File: src/rtl/srx_pkg.sv
package srx_pkg;
  localparam int SRX_DW = 8;
  localparam int SRX_CW = 7;

  typedef struct packed {
    logic [SRX_DW-1:0] data;
    logic              perr;
    logic              ferr;
  } srx_entry_t;

  typedef enum logic [2:0] {
    ST_IDLE, ST_START, ST_DATA, ST_PAR, ST_STOP, ST_BRK
  } srx_state_t;

  function automatic logic [SRX_CW-1:0] div_ticks(input logic [1:0] sel);
    case (sel)
      2'd0:    return SRX_CW'(1);
      2'd1:    return SRX_CW'(16);
      2'd2:    return SRX_CW'(32);
      default: return SRX_CW'(64);
    endcase
  endfunction
endpackage

File: src/rtl/srx_sync.sv
module srx_sync #(
  parameter int STAGES = 2
) (
  input  logic clk,
  input  logic rst_n,
  input  logic din,
  output logic dout
);
  logic [STAGES-1:0] chain;

  generate
    for (genvar i = 0; i < STAGES; i++) begin : g_stage
      if (i == 0) begin : g_first
        always_ff @(posedge clk or negedge rst_n) begin
          if (!rst_n) chain[0] <= 1'b1;
          else        chain[0] <= din;
        end
      end else begin : g_next
        always_ff @(posedge clk or negedge rst_n) begin
          if (!rst_n) chain[i] <= 1'b1;
          else        chain[i] <= chain[i-1];
        end
      end
    end
  endgenerate

  assign dout = chain[STAGES-1];
endmodule

File: src/rtl/srx_frame.sv
module srx_frame
  import srx_pkg::*;
(
  input  logic       clk,
  input  logic       rst_n,
  input  logic       tick,
  input  logic       rxs,
  input  logic [1:0] cfg_div,
  input  logic [1:0] cfg_len,
  input  logic       par_en,
  input  logic       par_odd,
  output logic       push,
  output srx_entry_t push_entry,
  output logic       brk
);
  srx_state_t        state_q, state_n;
  logic [SRX_CW-1:0] ctr_q, ctr_n;
  logic [2:0]        bit_q, bit_n;
  logic [SRX_DW-1:0] data_q, data_n;
  logic              pbit_q, pbit_n;
  logic              brk_q, brk_n;

  logic [SRX_CW-1:0] factor, last, half_m1;
  logic [2:0]        len_m1;
  logic              hit;

  assign factor  = div_ticks(cfg_div);
  assign last    = factor - SRX_CW'(1);
  assign half_m1 = (factor >> 1) - SRX_CW'(1);
  assign len_m1  = {1'b1, cfg_len};
  assign hit     = tick && (ctr_q == last);

  always_comb begin
    state_n    = state_q;
    ctr_n      = ctr_q;
    bit_n      = bit_q;
    data_n     = data_q;
    pbit_n     = pbit_q;
    brk_n      = brk_q;
    push       = 1'b0;
    push_entry = '0;
    case (state_q)
      ST_IDLE: begin
        if (tick && !rxs) begin
          data_n  = '0;
          bit_n   = '0;
          ctr_n   = '0;
          pbit_n  = 1'b0;
          state_n = (factor == SRX_CW'(1)) ? ST_DATA : ST_START;
        end
      end
      ST_START: begin
        if (tick) begin
          if (ctr_q == half_m1) begin
            ctr_n   = '0;
            state_n = rxs ? ST_IDLE : ST_DATA;
          end else begin
            ctr_n = ctr_q + SRX_CW'(1);
          end
        end
      end
      ST_DATA: begin
        if (hit) begin
          ctr_n         = '0;
          data_n[bit_q] = rxs;
          if (bit_q == len_m1) state_n = par_en ? ST_PAR : ST_STOP;
          else                 bit_n   = bit_q + 3'd1;
        end else if (tick) begin
          ctr_n = ctr_q + SRX_CW'(1);
        end
      end
      ST_PAR: begin
        if (hit) begin
          ctr_n   = '0;
          pbit_n  = rxs;
          state_n = ST_STOP;
        end else if (tick) begin
          ctr_n = ctr_q + SRX_CW'(1);
        end
      end
      ST_STOP: begin
        if (hit) begin
          ctr_n = '0;
          if (!rxs && (data_q == '0)) begin
            brk_n   = 1'b1;
            state_n = ST_BRK;
          end else begin
            push            = 1'b1;
            push_entry.data = data_q;
            push_entry.perr = par_en && ((^data_q) ^ pbit_q ^ par_odd);
            push_entry.ferr = !rxs;
            state_n         = ST_IDLE;
          end
        end else if (tick) begin
          ctr_n = ctr_q + SRX_CW'(1);
        end
      end
      ST_BRK: begin
        if (tick && rxs) begin
          brk_n           = 1'b0;
          push            = 1'b1;
          push_entry.data = '0;
          push_entry.perr = par_en && par_odd;
          push_entry.ferr = 1'b0;
          state_n         = ST_IDLE;
        end
      end
      default: state_n = ST_IDLE;
    endcase
  end

  always_ff @(posedge clk or negedge rst_n) begin
    if (!rst_n) begin
      state_q <= ST_IDLE;
      ctr_q   <= '0;
      bit_q   <= '0;
      data_q  <= '0;
      pbit_q  <= 1'b0;
      brk_q   <= 1'b0;
    end else begin
      state_q <= state_n;
      ctr_q   <= ctr_n;
      bit_q   <= bit_n;
      data_q  <= data_n;
      pbit_q  <= pbit_n;
      brk_q   <= brk_n;
    end
  end

  assign brk = brk_q;
endmodule

File: src/rtl/srx_fifo.sv
module srx_fifo
  import srx_pkg::*;
#(
  parameter int DEPTH = 3
) (
  input  logic       clk,
  input  logic       rst_n,
  input  logic       push,
  input  srx_entry_t push_entry,
  input  logic       pop_req,
  input  logic       err_clr,
  output logic       valid,
  output srx_entry_t head,
  output logic       overrun
);
  localparam int PW = (DEPTH > 1) ? $clog2(DEPTH) : 1;
  localparam int CW = $clog2(DEPTH + 1);

  srx_entry_t    mem [DEPTH];
  logic [PW-1:0] wp_q, wp_n, rp_q, rp_n;
  logic [CW-1:0] cnt_q, cnt_n;
  logic          ovr_q, ovr_n;
  logic          pop, accept;

  function automatic logic [PW-1:0] bump(input logic [PW-1:0] p);
    return (p == PW'(DEPTH - 1)) ? '0 : p + PW'(1);
  endfunction

  always_comb begin
    pop    = pop_req && (cnt_q != '0);
    accept = push && ((cnt_q != CW'(DEPTH)) || pop);
    wp_n   = accept ? bump(wp_q) : wp_q;
    rp_n   = pop ? bump(rp_q) : rp_q;
    cnt_n  = cnt_q + CW'(accept) - CW'(pop);
    ovr_n  = err_clr ? 1'b0 : (ovr_q || (push && !accept));
  end

  always_ff @(posedge clk or negedge rst_n) begin
    if (!rst_n) begin
      wp_q  <= '0;
      rp_q  <= '0;
      cnt_q <= '0;
      ovr_q <= 1'b0;
    end else begin
      wp_q  <= wp_n;
      rp_q  <= rp_n;
      cnt_q <= cnt_n;
      ovr_q <= ovr_n;
    end
  end

  always_ff @(posedge clk) begin
    if (accept) mem[wp_q] <= push_entry;
  end

  assign valid   = (cnt_q != '0);
  assign head    = mem[rp_q];
  assign overrun = ovr_q;
endmodule

File: src/rtl/serial_rx_brk.sv
module serial_rx_brk
  import srx_pkg::*;
#(
  parameter int FIFO_DEPTH  = 3,
  parameter int SYNC_STAGES = 2
) (
  input  logic              clk,
  input  logic              rst_n,
  input  logic              samp_en,
  input  logic              rxd,
  input  logic [1:0]        cfg_div,
  input  logic [1:0]        cfg_len,
  input  logic              cfg_par_en,
  input  logic              cfg_par_odd,
  input  logic              err_clr,
  input  logic              rd_en,
  output logic              rd_valid,
  output logic [SRX_DW-1:0] rd_data,
  output logic              rd_perr,
  output logic              rd_ferr,
  output logic              overrun,
  output logic              brk
);
  logic       rx_s;
  logic       push;
  srx_entry_t push_entry;
  srx_entry_t head;

  srx_sync #(.STAGES(SYNC_STAGES)) u_sync (
    .clk  (clk),
    .rst_n(rst_n),
    .din  (rxd),
    .dout (rx_s)
  );

  srx_frame u_frame (
    .clk       (clk),
    .rst_n     (rst_n),
    .tick      (samp_en),
    .rxs       (rx_s),
    .cfg_div   (cfg_div),
    .cfg_len   (cfg_len),
    .par_en    (cfg_par_en),
    .par_odd   (cfg_par_odd),
    .push      (push),
    .push_entry(push_entry),
    .brk       (brk)
  );

  srx_fifo #(.DEPTH(FIFO_DEPTH)) u_fifo (
    .clk       (clk),
    .rst_n     (rst_n),
    .push      (push),
    .push_entry(push_entry),
    .pop_req   (rd_en),
    .err_clr   (err_clr),
    .valid     (rd_valid),
    .head      (head),
    .overrun   (overrun)
  );

  assign rd_data = head.data;
  assign rd_perr = head.perr;
  assign rd_ferr = head.ferr;
endmodule

File: config.mk
export PLATFORM = sky130hd
export DESIGN_NAME = serial_rx_brk
export DESIGN_NICKNAME = d
export VERILOG_FILES = /design/src/rtl/srx_pkg.sv /design/src/rtl/srx_sync.sv /design/src/rtl/srx_frame.sv /design/src/rtl/srx_fifo.sv /design/src/rtl/serial_rx_brk.sv
export SDC_FILE = /design/constraint.sdc
export NUM_CORES = 1
export LEC_CHECK = 0
export BUFFER_PORTS_ARGS = -buffer_cell sky130_fd_sc_hd__clkbuf_2
export CAP_MARGIN = 20
export CELL_PAD_IN_SITES_DETAIL_PLACEMENT = 0
export CELL_PAD_IN_SITES_GLOBAL_PLACEMENT = 1
export CORE_UTILIZATION = 48
export CTS_CLUSTER_SIZE = 12
export DETAILED_ROUTE_END_ITERATION = 10
export PLACE_DENSITY = 0.82
export SETUP_SLACK_MARGIN = 0.05
export SLEW_MARGIN = 10
export SYNTH_ARGS = -nofsm -noshare
export SYNTH_HDL_FRONTEND = slang
export SYNTH_SLANG_ARGS = --single-unit
File: constraint.sdc
create_clock -name clk -period 3.69 [get_ports clk]
set_input_delay 0.738 -clock clk [delete_from_list [all_inputs] [get_ports clk]]
set_output_delay 0.738 -clock clk [all_outputs]
set_load 0.01 [all_outputs]
==> summary.txt <==
Logic synthesis
  – Main area contributors after synthesis: edfxtp_1 27%, dfrtp_1 22%, mux2i_1 5.1%
  – Avg Inst Size Synth: about 11 sq um
  – Synthesis Warnings: 0
  – Post-synth EDFFs: 30
  – Syn nets: approximately 330
  – Main flop type after synthesis: edfxtp_1
  – Synth area leader: edfxtp_1
  – Synth async-reset ratio: 51.6%
  – Sequential share of the synthesized area: roughly 51%
  – Share of the synthesized area in the top cell type: a little over a quarter
  – Mapped Cells: 306
  – Cell area after synthesis: between 3000 and 4000 sq um
  – Synth cell types: 55
  – Yosys reg bits: 62

Placed design
  – I/O Buffers: 24
  – Post-DP HPWL: 4.42 mm
  – Placed cell count: around 420
  – Routability cong.: around 0.78

Critical path
  – Crit-path slowest cell: dfrtp_1
  – CP top delay family: compound AO/OA/AOI/OAI gates
  – Critical path, cell by cell: nor3b_2 -> o21ai_0 -> a2111oi_4 -> o22ai_2 -> nor3b_1 -> buf_4
  – WP depth: 6
  – Worst Setup Start Kind: flop
  – Delay of the slowest critical-path stage: approximately 0.65 ns
  – Buf+Inv Stages, Crit Path: 1
  – CP arrival: 2.93 ns
  – CP Data Required Time: 3.74 ns
  – Worst-path maximum fanout: 18
  – CP Capture Type: flop
  – Crit path kind: reg -> reg
  – Reg2reg path depth: 6

Global route
  – Largest net degree at the start of global routing: 33
  – Vias in the first global route: ~2,200
  – Global-route wire length before repair: between 10 and 15 mm
  – Grt total ovfl: 0
  – Gr usage total: 18.8%
  – Initial antenna violation count: 0

Clock network
  – Hold buffer count at cts: 0
  – Clock sinks: just over 60
  – Htree depth: 3
  – Setup Fix Bufs, Post-CTS: 0
  – TritonCTS Buffers: 9
  – CTS tree: done
  – Root Buffer: clkbuf_8
  – Worst-path clk slew: roughly 0.07 ns
  – CTS max path bufs: 2
  – Clock Latency Late Sink: 0.34 ns
  – CTS resizes: 0

Layout
  – Layout cell share with drive strength beyond 1: roughly a fifth
  – Ant. Diodes: 0
  – Synth-to-layout area growth: 14.1%
  – Non-Filler Instances: roughly 430
  – Layout Nets: 356

STA
  – Worst clock skew: about 0.0088 ns
  – Fin. max-slew vios: 0
  – Final hold vios: 0
  – Fin crit period: roughly 2.9 ns
  – Total negative slack: 0 ns
  – Worst-margin pin slew: a little under 1 ns
  – Unrepaired setup endpoints after global routing: no
  – Max Clock Freq: 347 MHz
  – Slew HR: about a third
  – Fin crit share: about four fifths
  – Final setup fails: 0

Detailed routing
  – Drt first-iter violations: between 50 and 60
  – Vias per cell: ~5.3
  – DR vias: 2,289
  – Routed length per instance: around 15 microns
  – Antenna-violating nets left: 0
  – Post-Route WL: ~6.3 mm
  – DRC violations left: 0
  – Drt pass-1 iters: 4

Worst hold path
  – Hold crit path type: reg -> reg
  – Worst Hold Path Cells: 0

Floorplanning
  – Core region area: 6790 sq um
  – Initial Util: 49.5%
  – Die area: ~7300 sq um
  – I/O pin count: 25
  – Die X: around 86 microns
  – Die Span Y: 85.7 microns
  – Row count: 30

Pwr
  – Pint: 1.61 mW
  – Logic pwr share: ~26%
  – Switching power total: 776 uW
  – Switching part of the total: approximately 33%
  – Reg power frac: between 40% and 50%
  – Cell area power density: between 600 and 700 nW/um^2
  – Clock power share: 33.7%
  – VDD IR max: 0.281 mV
  – Static Leak: around 1.6 nW

Run status
  – Status: finished, final reports clean

Run
  – Max-cap viol count: 0
power groups by stage:
stage | Clock [mW] | Sequential (mW) | Combinational (mW)
after detailed placement | 0 | 0.975 | 0.624
after global routing | 0.847 | 0.980 | 0.702
after global placement | 0 | 0.969 | 0.610
after floorplan | 0 | 0.874 | 0.540
final | 0.804 | 0.962 | 0.618
after CTS | 0.815 | 0.963 | 0.627
registers in the layout (all words and copies together), names as in the netlist:
name / flops
u_fifo.wp_q: 2
u_fifo.overrun: 1
u_frame.data_q: 8
u_fifo.rp_q: 2
u_frame.bit_q: 3
u_fifo.mem: 30
u_frame.state_q: 3
u_fifo.cnt_q: 2
u_frame.brk: 1
u_sync.chain: 1
u_frame.pbit_q: 1
u_sync.dout: 1
u_frame.ctr_q: 7
cell usage after synthesis (3+ instances only):
master	n
inv_1	19
a22o_1	4
o21ai_0	20
ha_1	13
xor2_1	3
buf_2	3
and2_1	11
nor2b_1	7
a21o_1	3
nand2_1	28
edfxtp_1	30
nor3b_2	4
and3_1	7
nor2_1	19
mux2i_1	17
dfrtp_1	30
xnor2_1	12
nor3_1	5
a21oi_1	4
o21ai_1	4
clkbuf_1	9
nand3_1	11
metrics by stage:
stage | area (sq um) | setup slack (ns) | power [mW] | hold WS (ns) | utilization, %
final | 3840 | 0.806 | 2.38 | 0.357 | 56.5
after CTS | 3840 | 0.778 | 2.40 | 0.358 | 56.5
after global routing | 3840 | 0.532 | 2.53 | 0.360 | 56.5
after global placement | 3570 | 0.535 | 1.58 | 0.346 | 52.5
after floorplan | 3360 | 0.464 | 1.41 | 0.345 | -
after detailed placement | 3570 | 0.422 | 1.60 | 0.351 | 52.5
layer usage:
metal | GRT usage, % | routed length [microns]
met1 | 25.8 | 3110
met3 | 3.46 | 169
met4 | 9.09 | 103
met5 | 0 | 0
met2 | 28.9 | 2890
path summary, 6_finish.rpt:
kind | from | end | slack [ns]
min reg2reg | u_sync.chain[0] | u_sync.dout | 0.36
max in group asynchronous | rst_n | u_frame.data_q[6] | 2.67
max | u_frame.state_q[2] | u_fifo.mem[2][3] | 0.81
min | u_sync.chain[0] | u_sync.dout | 0.36
max reg2reg | u_frame.state_q[2] | u_fifo.mem[2][3] | 0.81
min in group asynchronous | rst_n | u_frame.brk | 0.49
kinds of logic after synthesis:
| logic type | share of synthesized area, % |
|---|---|
| AND/OR/NAND/NOR | 18.5 |
| flip-flops | 50.7 |
| AO/OA/AOI/OAI | 11.6 |
| buffers and inverters | 4.02 |
| multiplexers | 6.40 |
| XOR/XNOR | 3.91 |
| adder cells (fa/ha/maj) | 4.84 |
layout by cell type (no fill, tap or decap), types with 5 or more instances in the layout:
| cell type | count |
|---|---|
| and2_1 | 11 |
| and3_1 | 7 |
| clkbuf_2 | 24 |
| clkbuf_8 | 9 |
| dfrtp_1 | 30 |
| edfxtp_1 | 30 |
| ha_1 | 13 |
| inv_1 | 19 |
| mux2i_1 | 17 |
| nand2_1 | 28 |
| nand3_1 | 11 |
| nor2_1 | 19 |
| nor2b_1 | 7 |
| nor3_1 | 5 |
| o21ai_0 | 20 |
| xnor2_1 | 12 |
final cells by class:
type,instances,area [sq um]
Inverter,19,71.3
Clock buffer,9,124
Tap cell,96,120
Fill cell,586,2960
Clock inverter,7,145
Timing Repair Buffer,28,150
Multi-Input combinational cell,211,1520
Sequential cell,62,1700
Note: power is estimated with default switching activity, not from simulation.
